--- config.mk ---
export PLATFORM = sky130hd
export DESIGN_NAME = branch_pc
export DESIGN_NICKNAME = d
export VERILOG_FILES = /design/src/rtl/branch_pc_pkg.sv /design/src/rtl/branch_cond.sv /design/src/rtl/pc_step.sv /design/src/rtl/branch_pc.sv
export SDC_FILE = /design/constraint.sdc
export NUM_CORES = 1
export LEC_CHECK = 0
export ABC_CLOCK_PERIOD_IN_PS = 1700
export BUFFER_PORTS_ARGS = -buffer_cell sky130_fd_sc_hd__buf_4
export CORE_ASPECT_RATIO = 0.6
export CORE_MARGIN = 4
export CORE_UTILIZATION = 30
export DETAILED_ROUTE_END_ITERATION = 12
export GPL_ROUTABILITY_DRIVEN = 0
export HOLD_SLACK_MARGIN = 0.05
export SLEW_MARGIN = 20
export SYNTH_ARGS = -nofsm -noshare
export SYNTH_HDL_FRONTEND = slang
export SYNTH_SLANG_ARGS = --single-unit
export TNS_END_PERCENT = 100
--- constraint.sdc ---
create_clock -name clk -period 1.7 [get_ports clk]
set_input_delay 0.085 -clock clk [delete_from_list [all_inputs] [get_ports clk]]
set_output_delay 0.085 -clock clk [all_outputs]
set_load 0.02 [all_outputs]
--- src/rtl/branch_pc_pkg.sv ---
package branch_pc_pkg;
  localparam int PC_W   = 15;
  localparam int DATA_W = 16;
  localparam int MASK_W = 3;

  typedef logic [PC_W-1:0]   pc_t;
  typedef logic [MASK_W-1:0] mask_t;

  // Condition vector aligned with the mask: [2]=below, [1]=equal, [0]=above
  function automatic mask_t flag_conditions(input logic zero, input logic neg);
    mask_t c;
    c[2] = neg;
    c[1] = zero;
    c[0] = ~zero & ~neg;
    return c;
  endfunction

  function automatic pc_t pc_increment(input pc_t cur);
    return cur + pc_t'(1);
  endfunction
endpackage

--- src/rtl/branch_cond.sv ---
module branch_cond
  import branch_pc_pkg::*;
#(
  parameter int N_COND = MASK_W
) (
  input  logic [N_COND-1:0] mask,
  input  logic              zero,
  input  logic              neg,
  input  logic              compute,
  output logic [N_COND-1:0] hits,
  output logic              take
);
  logic [N_COND-1:0] cond;

  always_comb cond = flag_conditions(zero, neg);

  for (genvar i = 0; i < N_COND; i++) begin : g_match
    assign hits[i] = mask[i] & cond[i];
  end

  assign take = compute & (|hits);
endmodule

--- src/rtl/pc_step.sv ---
module pc_step
  import branch_pc_pkg::*;
#(
  parameter int AW = PC_W,
  parameter int TW = DATA_W
) (
  input  logic          restart,
  input  logic          load,
  input  logic [TW-1:0] dest,
  input  logic [AW-1:0] cur,
  output logic [AW-1:0] nxt
);
  localparam logic [AW-1:0] START = '0;

  always_comb begin
    if (restart)   nxt = START;
    else if (load) nxt = dest[AW-1:0];
    else           nxt = cur + AW'(1);
  end
endmodule

--- src/rtl/branch_pc.sv ---
module branch_pc
  import branch_pc_pkg::*;
#(
  parameter int AW = PC_W,
  parameter int TW = DATA_W
) (
  input  logic          clk,
  input  logic          rst,
  input  logic          is_compute,
  input  logic [2:0]    jmp_mask,
  input  logic          zero_flag,
  input  logic          neg_flag,
  input  logic [TW-1:0] target,
  output logic [AW-1:0] pc_q
);
  logic [2:0]    cond_hits;
  logic          branch_taken;
  logic [AW-1:0] pc_d;

  branch_cond #(.N_COND(3)) u_cond (
    .mask    (jmp_mask),
    .zero    (zero_flag),
    .neg     (neg_flag),
    .compute (is_compute),
    .hits    (cond_hits),
    .take    (branch_taken)
  );

  pc_step #(.AW(AW), .TW(TW)) u_step (
    .restart (rst),
    .load    (branch_taken),
    .dest    (target),
    .cur     (pc_q),
    .nxt     (pc_d)
  );

  always_ff @(posedge clk) pc_q <= pc_d;
endmodule

## Word-level counts from Yosys, hierarchy flattened

Index checks and enable logic that the tools add are counted.
W data, S select, Z words.

| word-level totals | value |
|---|---|
| register bits | 15 |
| input bits | 24 |
| output and inout bits | 15 |
| logic and storage cells | 11 |

| operators by class | value |
|---|---|
| add/subtract/negate cells | 1 |
| multiplexer cells | 1 |
| bitwise operators | 7 |
| reductions and logical operators | 1 |

Operators with widths:

| operator | number |
|---|---|
| $add A15 B1 Y15 const B | 1 |
| $mux W15 | 1 |
| $and A1 B1 Y1 | 5 |
| $reduce_or A3 Y1 | 1 |
| $not A1 Y1 | 2 |

## Depth between registers and ports, before layout

Gate-level depths: netlist of run 1.

| depth | value |
|---|---|
| depth after elaboration | 6 |
| depth in mapped cells | 5 |
| gate-level depth less buffers | 5 |

## Modules after synthesis

A second synthesis of run 1 with hierarchy kept.

| unflattened totals | value |
|---|---|
| cell total of the unflattened synthesis | 100 |
| area total of the unflattened synthesis | 845.8 sq um |

By module, submodules not included:

| module | instances | cells each | area an instance (sq um) | seq. area each (sq um) |
|---|---|---|---|---|
| pc_step | 1 | 81 | 511.7 | 0.0 |
| branch_pc | 1 | 15 | 300.3 | 300.3 |
| branch_cond | 1 | 4 | 33.8 | 0.0 |

## Worst setup path after synthesis of run 1

OpenSTA, ideal clock, no wires.

| timing path | value |
|---|---|
| path type | reg-to-reg |
| start point | reg pc_q[0] |
| end point | reg pc_q[14] |
| arrival time | 1458 ps |
| required time | 1621 ps |
| setup slack | 163 ps |
| stages on the path, launching flop included | 6 |
| path buffers | 0 |
| cells stage by stage | dfxtp_1 -> ha_1 -> nand3_2 -> nor4_4 -> xnor2_1 -> a211oi_2 |

| between the ends | value |
|---|---|
| cells in the longest elaborated chain, start to end | 2 |

Ends and longest elaborated chain:

| element | line | source |
|---|---|---|
| from (decl) | branch_pc.sv:14 | `output logic [AW-1:0] pc_q` |
| from (signal assigned) | branch_pc.sv:37 | `always_ff @(posedge clk) pc_q <= pc_d;` |
| $add A15 B1 Y15 | pc_step.sv:18 | `else nxt = cur + AW'(1);` |
| $mux W15 | pc_step.sv:17 | `else if (load) nxt = dest[AW-1:0];` |

No other way between the ends.
A chain may end at the register's enable or synchronous reset.

## Worst setup path in the final report of run 1

Same ends and word-level chain as after synthesis.

==> summary.txt, run 1 <==
Outcome
  • Run status: complete, no violations

Run
  • Number of max-cap violations: 0

Drt
  • Post-route DRC: 0
  • Detailed Route WL: 2.07 mm
  • Remaining antenna violation count after routing: 0
  • Drt pass-1 iters: 6
  • Mean routed wirelength per cell: 13.0 um
  • DR vias: 789
  • DRC marker count from the first detailed-route iteration: 41
  • Post-detailed-route via-to-cell ratio: 4.96

Final layout
  • Number of antenna diodes: 0
  • Fraction of final layout cells sized beyond drive strength 1: 0.402
  • Final net count: 153
  • Post-route core utilization: 0.467
  • Synth-to-layout area growth: 46.3%
  • Max FFs per register: 15
  • Top library cells by usage in the layout, fill and taps aside: sky130_fd_sc_hd__buf_4 (38), sky130_fd_sc_hd__nor2_1 (17), sky130_fd_sc_hd__dfxtp_1 (15)
  • Leading registers by flop count: pc_q (15)
  • Commonest non-fill, non-tap cell in the layout: sky130_fd_sc_hd__buf_4
  • Biggest register: pc_q

Clock tree
  • Clock tree root buffer cell: sky130_fd_sc_hd__clkbuf_8
  • TritonCTS clock tree: done
  • Number of levels in the clock H-tree: 1
  • Clock transition time at the flip-flop clock pins of the worst setup and hold paths: 0.06 ns
  • Number of buffers added by the clock tree synthesis step: 3
  • Count of hold buffers inserted by post-cts repair: 0
  • Count of buffers added by post-CTS timing repair for setup: 0
  • Maximum clock insertion buffer count: 2
  • Clock latency reported for the late side of the worst-skew pair: 0.25 ns
  • Clock sink count: 15
  • Number of gates given a new drive strength after cts: 0

Timing
  • Fmax: 0.651 GHz
  • Number of hold violations in the final report: 0
  • Number of max-slew violations in the final report: 0
  • Min cycle time layout: 1.54 ns
  • Final period util: 0.903
  • RSZ-0062 raised after global routing: no
  • Normalized max-slew margin: 0.808
  • Slew @ Worst Pin: 0.288 ns
  • Final worst clock skew: 0.00366 ns
  • Total of endpoints with negative setup slack in the final report: 0
  • Setup TNS: 0 ns

Worst hold path
  • Number of cells on the worst hold path: 3
  • Launch instance of the worst min-delay path: target[1]
  • Class of the tightest hold or removal check: in -> reg
  • Hold-critical path endpoint: pc_q[1]

Floorplan
  • Chip height: 48.3 um
  • Width of the die: 75.1 um
  • Number of top-level pins: 39
  • Die area: 0.00363 mm2
  • Row count: 14
  • Core ar.: 0.00254 mm2
  • Starting density of the core: 0.319

Synth
  • Sequential fraction of the synthesis area: 0.370
  • Basic-gate share of the synthesized area counting and, or, nand and nor cells: 0.258
  • Fraction of the mapped netlist area in adder cells: 0.0154
  • Share of the synthesized area in compound gates (AO/OA/AOI/OAI): 0.171
  • Count of mapped cells out of synthesis: 88
  • Post-synthesis mux area share: 0.0123
  • Leading post-synthesis cells by cell area: sky130_fd_sc_hd__dfxtp_1 (37%), sky130_fd_sc_hd__xnor2_1 (9.7%), sky130_fd_sc_hd__a211oi_1 (9.3%)
  • Number of distinct standard cells referenced by the synthesized netlist: 23
  • Synthesized netlist net count: 113
  • Mean area per synthesized cell: 9.21 um2
  • Parity-gate share of the synthesized area counting xor and xnor cells: 0.140
  • Library cell occupying the most area in the post-synthesis netlist: sky130_fd_sc_hd__dfxtp_1
  • Summed instance area of the synthesized netlist: 811 um2
  • Fraction of synthesized cell area taken by the top area cell type: 0.370
  • Yosys warning total: 0
  • Largest family of logic cells by synthesized area: simple AND/OR/NAND/NOR gates
  • Count of state elements after synthesis: 15

Power and ir drop
  • PwrDens: 798 mW/mm2
  • Total leakage power: 0.000481 uW
  • Peak VDD IR: 0.462 mV

Placed design
  • Placed wire-length estimate: 1.57 mm
  • Number of I/O port buffers: 37

Global routing
  • Antenna violations before repair: 0
  • Pin count of the biggest net entering global routing: 30
  • Gr usage total: 0.123
  • Vias in the first global route: 766
  • Wire length of the first global-routing pass: 3.31 mm
  • GRT overflow: 0

Critical path
  • Terminus of the critical flop-to-flop path: pc_q[14]
  • Biggest fanout along the worst timing path: 6
  • CP endpoint kind: flop
  • Startpoint of the worst register-to-register path: pc_q[0]
  • CP Data Arrival Time: 1.71 ns
  • Crit start category: flop
  • Slack of the worst reg-to-reg path: 0.16 ns
  • Worst Reg2Reg Path Length in Cells: 5
  • WS Path Type: reg -> reg
  • Required time worst endpoint: 1.87 ns
-- final cells by class --
type                       instances  area (um2)
sequential                        15         300
timing repair buffer              39         305
clock buffer                       4        45.0
multi-input combinational         67         488
inverter                           2        7.51
fill                             249        1350
tap                               32        40.0
-- Yosys cell counts --
master	number
sky130_fd_sc_hd__nor4_2	1
sky130_fd_sc_hd__nor4_4	1
sky130_fd_sc_hd__a22o_1	1
sky130_fd_sc_hd__buf_2	3
sky130_fd_sc_hd__nand4_1	3
sky130_fd_sc_hd__nand3_1	2
sky130_fd_sc_hd__xnor2_1	9
sky130_fd_sc_hd__nand4_4	1
sky130_fd_sc_hd__inv_1	2
sky130_fd_sc_hd__o21ai_1	1
sky130_fd_sc_hd__nand2_1	4
sky130_fd_sc_hd__a211oi_2	4
sky130_fd_sc_hd__dfxtp_1	15
sky130_fd_sc_hd__nor3b_1	1
sky130_fd_sc_hd__nand3_2	1
sky130_fd_sc_hd__a211oi_1	10
sky130_fd_sc_hd__nor2_1	17
sky130_fd_sc_hd__xor2_1	4
sky130_fd_sc_hd__nor3_1	4
sky130_fd_sc_hd__and4_1	1
sky130_fd_sc_hd__ha_1	1
sky130_fd_sc_hd__mux2i_1	1
sky130_fd_sc_hd__clkbuf_1	1
-- kinds of logic (layout without fill, tap and decap cells) --
family                   Yosys count  in the layout
adder cells (fa/ha/maj)            1              1
AND/OR/NAND/NOR                   36             36
flip-flops                        15             15
XOR/XNOR                          13             13
multiplexers                       1              1
AO/OA/AOI/OAI                     16             16
buffers and inverters              6             45
-- per-stage QoR --
stage	worst slack (ns)	hold WS (ns)	area (um2)	power (uW)	cells
after detailed placement	0.155	0.332	1140	667	155
after CTS	0.139	0.0761	1190	956	159
after global placement	0.220	0.317	1140	660	155
after floorplan	0.163	0.150	811	547	88
final	0.165	0.0720	1190	946	159
after global routing	0.0333	0.0917	1190	994	159
-- worst max path at each step --
stage	from	end	depth (start not counted)
after global routing	pc_q[0]	pc_q[14]	5
final	pc_q[0]	pc_q[14]	5
after detailed placement	pc_q[0]	pc_q[14]	5
after floorplan	pc_q[0]	pc_q[14]	5
after CTS	pc_q[0]	pc_q[14]	5
after global placement	pc_q[0]	pc_q[14]	5
-- power breakdown --
| group | internal (uW) | switching, uW | total, uW | leakage, uW |
|---|---|---|---|---|
| logic | 119 | 110 | 229 | 0.000334 |
| clock network | 166 | 124 | 290 | 0.0000228 |
| registers | 383 | 43.2 | 427 | 0.000124 |
| total | 669 | 278 | 946 | 0.000481 |
-- layer usage --
metal | GRT usage | vias up | wire, um
met5 | 0 | - | 0
li1 | - | 393 | -
met1 | 0.150 | 365 | 990
met3 | 0.0556 | 0 | 181
met4 | 0.0213 | 0 | 0
met2 | 0.208 | 31 | 901
-- worst max-delay path, cell delays in order, from the launching register on --
cell	delay (ns)
sky130_fd_sc_hd__dfxtp_1	0.41
sky130_fd_sc_hd__ha_1	0.24
sky130_fd_sc_hd__nand3_2	0.19
sky130_fd_sc_hd__nor4_4	0.30
sky130_fd_sc_hd__xnor2_1	0.11
sky130_fd_sc_hd__a211oi_2	0.21
Power figures use the tool's default switching activity.
==> run 2, diff against run 1 <==
- CELL_PAD_IN_SITES_DETAIL_PLACEMENT: default -> 1
- CELL_PAD_IN_SITES_GLOBAL_PLACEMENT: default -> 1
- GPL_TIMING_DRIVEN: default -> 0
- PLACE_DENSITY_LB_ADDON: default -> 0.1
==> run 2 against run 1 <==
Net effect:
- critical path depth did not move
- sequential share of layout area increased by 0.053 points
- sequential cell count unchanged
- largest cell class unchanged
==> summary.txt, run 2 (synthesis results as in run 1) <==
Outcome
  • Run status: complete, no violations (unchanged)

Drt
  • Post-detailed-route via-to-cell ratio: 5.04 (was 4.96)
  • Drt pass-1 iters: 4 (was 6)
  • DR vias: 817 (was 789)
  • Post-route DRC: 0 (unchanged)
  • Mean routed wirelength per cell: 14.6 um (was 13.0 um)
  • Detailed Route WL: 2.37 mm (was 2.07 mm)
  • Remaining antenna violation count after routing: 0 (unchanged)
  • DRC marker count from the first detailed-route iteration: 20 (was 41)

Final layout
  • Synth-to-layout area growth: 46.0% (was 46.3%)
  • Fraction of final layout cells sized beyond drive strength 1: 0.392 (was 0.402)
  • Final net count: 156 (was 153)
  • Leading registers by flop count: pc_q (15) (unchanged)
  • Biggest register: pc_q (unchanged)
  • Commonest non-fill, non-tap cell in the layout: sky130_fd_sc_hd__buf_4 (unchanged)
  • Number of antenna diodes: 0 (unchanged)
  • Max FFs per register: 15 (unchanged)
  • Top library cells by usage in the layout, fill and taps aside: sky130_fd_sc_hd__buf_4 (37), sky130_fd_sc_hd__nor2_1 (17), sky130_fd_sc_hd__dfxtp_1 (15) (was sky130_fd_sc_hd__buf_4 (38), sky130_fd_sc_hd__nor2_1 (17), sky130_fd_sc_hd__dfxtp_1 (15))

Global routing
  • Antenna violations before repair: 0 (unchanged)
  • Vias in the first global route: 819 (was 766)
  • Wire length of the first global-routing pass: 3.65 mm (was 3.31 mm)
  • Gr usage total: 0.138 (was 0.123)
  • Pin count of the biggest net entering global routing: 11 (was 30)
  • GRT overflow: 0 (unchanged)

Clock tree
  • Number of levels in the clock H-tree: 1 (unchanged)
  • Maximum clock insertion buffer count: 2 (unchanged)
  • Clock latency reported for the late side of the worst-skew pair: 0.25 ns (about the same)
  • Clock sink count: 15 (unchanged)
  • Number of buffers added by the clock tree synthesis step: 3 (unchanged)
  • Clock transition time at the flip-flop clock pins of the worst setup and hold paths: 0.06 ns (about the same)
  • TritonCTS clock tree: done (unchanged)
  • Clock tree root buffer cell: sky130_fd_sc_hd__clkbuf_8 (unchanged)

Critical path
  • Stage delay of the slowest cell on the critical path: 0.43 ns (was 0.41 ns)
  • CP Data Arrival Time: 1.76 ns (was 1.71 ns)
  • WS Path Type: reg -> reg (unchanged)
  • Required time worst endpoint: 1.87 ns (about the same)
  • CP endpoint kind: flop (unchanged)
  • Terminus of the critical flop-to-flop path: pc_q[14] (unchanged)
  • Startpoint of the worst register-to-register path: pc_q[0] (unchanged)
  • Worst Reg2Reg Path Length in Cells: 5 (unchanged)
  • Slack of the worst reg-to-reg path: 0.11 ns (was 0.16 ns)
  • Biggest fanout along the worst timing path: 6 (unchanged)
  • Crit start category: flop (unchanged)
  • Slowest stage cell, crit path: sky130_fd_sc_hd__dfxtp_1 (unchanged)
  • Critical-path cell list: ha_1, nand3_2, nor4_4, xnor2_1, a211oi_2 (unchanged)

Worst hold path
  • Class of the tightest hold or removal check: in -> reg (unchanged)
  • Number of cells on the worst hold path: 3 (unchanged)
  • Launch instance of the worst min-delay path: target[1] (unchanged)
  • Hold-critical path endpoint: pc_q[1] (unchanged)

Run
  • Number of max-cap violations: 0 (unchanged)

Timing
  • Final worst clock skew: 0.00237 ns (was 0.00366 ns)
  • Min cycle time layout: 1.59 ns (was 1.54 ns)
  • Final worst slack: 0.113 ns (was 0.165 ns)
  • Slew @ Worst Pin: 0.616 ns (was 0.288 ns)
  • Number of max-slew violations in the final report: 0 (unchanged)
  • Fmax: 0.630 GHz (was 0.651 GHz)
  • Number of hold violations in the final report: 0 (unchanged)
  • Final period util: 0.934 (was 0.903)
  • Worst hold-check slack: 0.0870 ns (was 0.0720 ns)
  • Total of endpoints with negative setup slack in the final report: 0 (unchanged)
  • RSZ-0062 raised after global routing: no (unchanged)
  • Setup TNS: 0 ns (unchanged)
  • Normalized max-slew margin: 0.590 (was 0.808)

Power and ir drop
  • Total leakage power: 0.000479 uW (was 0.000481 uW)
  • Peak VDD IR: 0.399 mV (was 0.462 mV)
  • PwrDens: 806 mW/mm2 (was 798 mW/mm2)
  • Power, Total: 954 uW (was 946 uW)

Floorplan
  • Die area: 0.00363 mm2 (unchanged)
  • Width of the die: 75.1 um (unchanged)
  • Core ar.: 0.00254 mm2 (unchanged)
  • Starting density of the core: 0.319 (unchanged)
  • Number of top-level pins: 39 (unchanged)
  • Chip height: 48.3 um (unchanged)
  • Row count: 14 (unchanged)

Placed design
  • Placed wire-length estimate: 1.85 mm (was 1.57 mm)
  • Setup WS pre-CTS: 0.147 ns (was 0.155 ns)
  • Number of I/O port buffers: 37 (unchanged)
==> run 2: cell count changes in the layout (fill, tap and decap cells not counted) <==
cell and change:
sky130_fd_sc_hd__dlygate4sd3_1 +1, sky130_fd_sc_hd__clkbuf_1 +1, sky130_fd_sc_hd__o21ai_2 -1, sky130_fd_sc_hd__buf_12 -1, sky130_fd_sc_hd__buf_2 +3, sky130_fd_sc_hd__buf_4 -1
sky130_fd_sc_hd__o21ai_1 +1
==> run 2: stage by stage <==
stage               instance area [um2]  instances  utilization
floorplan                           811         88            -
global placement                   1130        157        0.444
detailed placement                 1130        157        0.444
CTS                                1180        162        0.466
global route                       1180        162        0.466
finish                             1180        162        0.466
==> run 2: timing repair <==
item	in CTS	in global routing
gates resized for setup	0	0
endpoints found under the setup margin	0	0
hold endpoints to repair	3	0
hold buffers	1	0
buffers inserted	0	0
==> run 2: cell type report <==
cell class | instances | area [um2]
fillers | 309 | 1360
multi-input cells | 67 | 484
flip-flops and latches | 15 | 300
repair buffers | 38 | 288
clock buffers | 4 | 45.0
well taps | 32 | 40.0
plain buffers | 4 | 18.8
inverters | 2 | 7.51
==> run 2: worst max-delay path by stage <==
stage                 start  endpoint  slack [ns]  cells after the start
detailed placement  pc_q[0]  pc_q[12]        0.15                      5
finish              pc_q[0]  pc_q[14]        0.11                      5
global placement    pc_q[0]  pc_q[14]        0.18                      5
global route        pc_q[0]  pc_q[14]        0.03                      5
floorplan           pc_q[0]  pc_q[14]        0.16                      5
CTS                 pc_q[0]  pc_q[12]        0.13                      5
==> run 2: power breakdown <==
group	internal (uW)	switching (uW)
sequential	383	46.3
clock	166	132
combinational	115	111
==> run 2: layer usage <==
metal | part of all wire | GRT usage | wire (um)
met4 | 0.0034 | 0.0319 | 8
met2 | 0.46 | 0.242 | 1090
met1 | 0.47 | 0.166 | 1120
met3 | 0.063 | 0.0494 | 149
met5 | 0 | 0 | 0
==> run 2: critical path: cells and delay by family, from the launching register on <==
kind                     cells  cell delay, ns
AND/OR/NAND/NOR              2            0.51
flip-flops                   1            0.43
adder cells (fa/ha/maj)      1            0.25
AO/OA/AOI/OAI                1            0.21
XOR/XNOR                     1            0.11
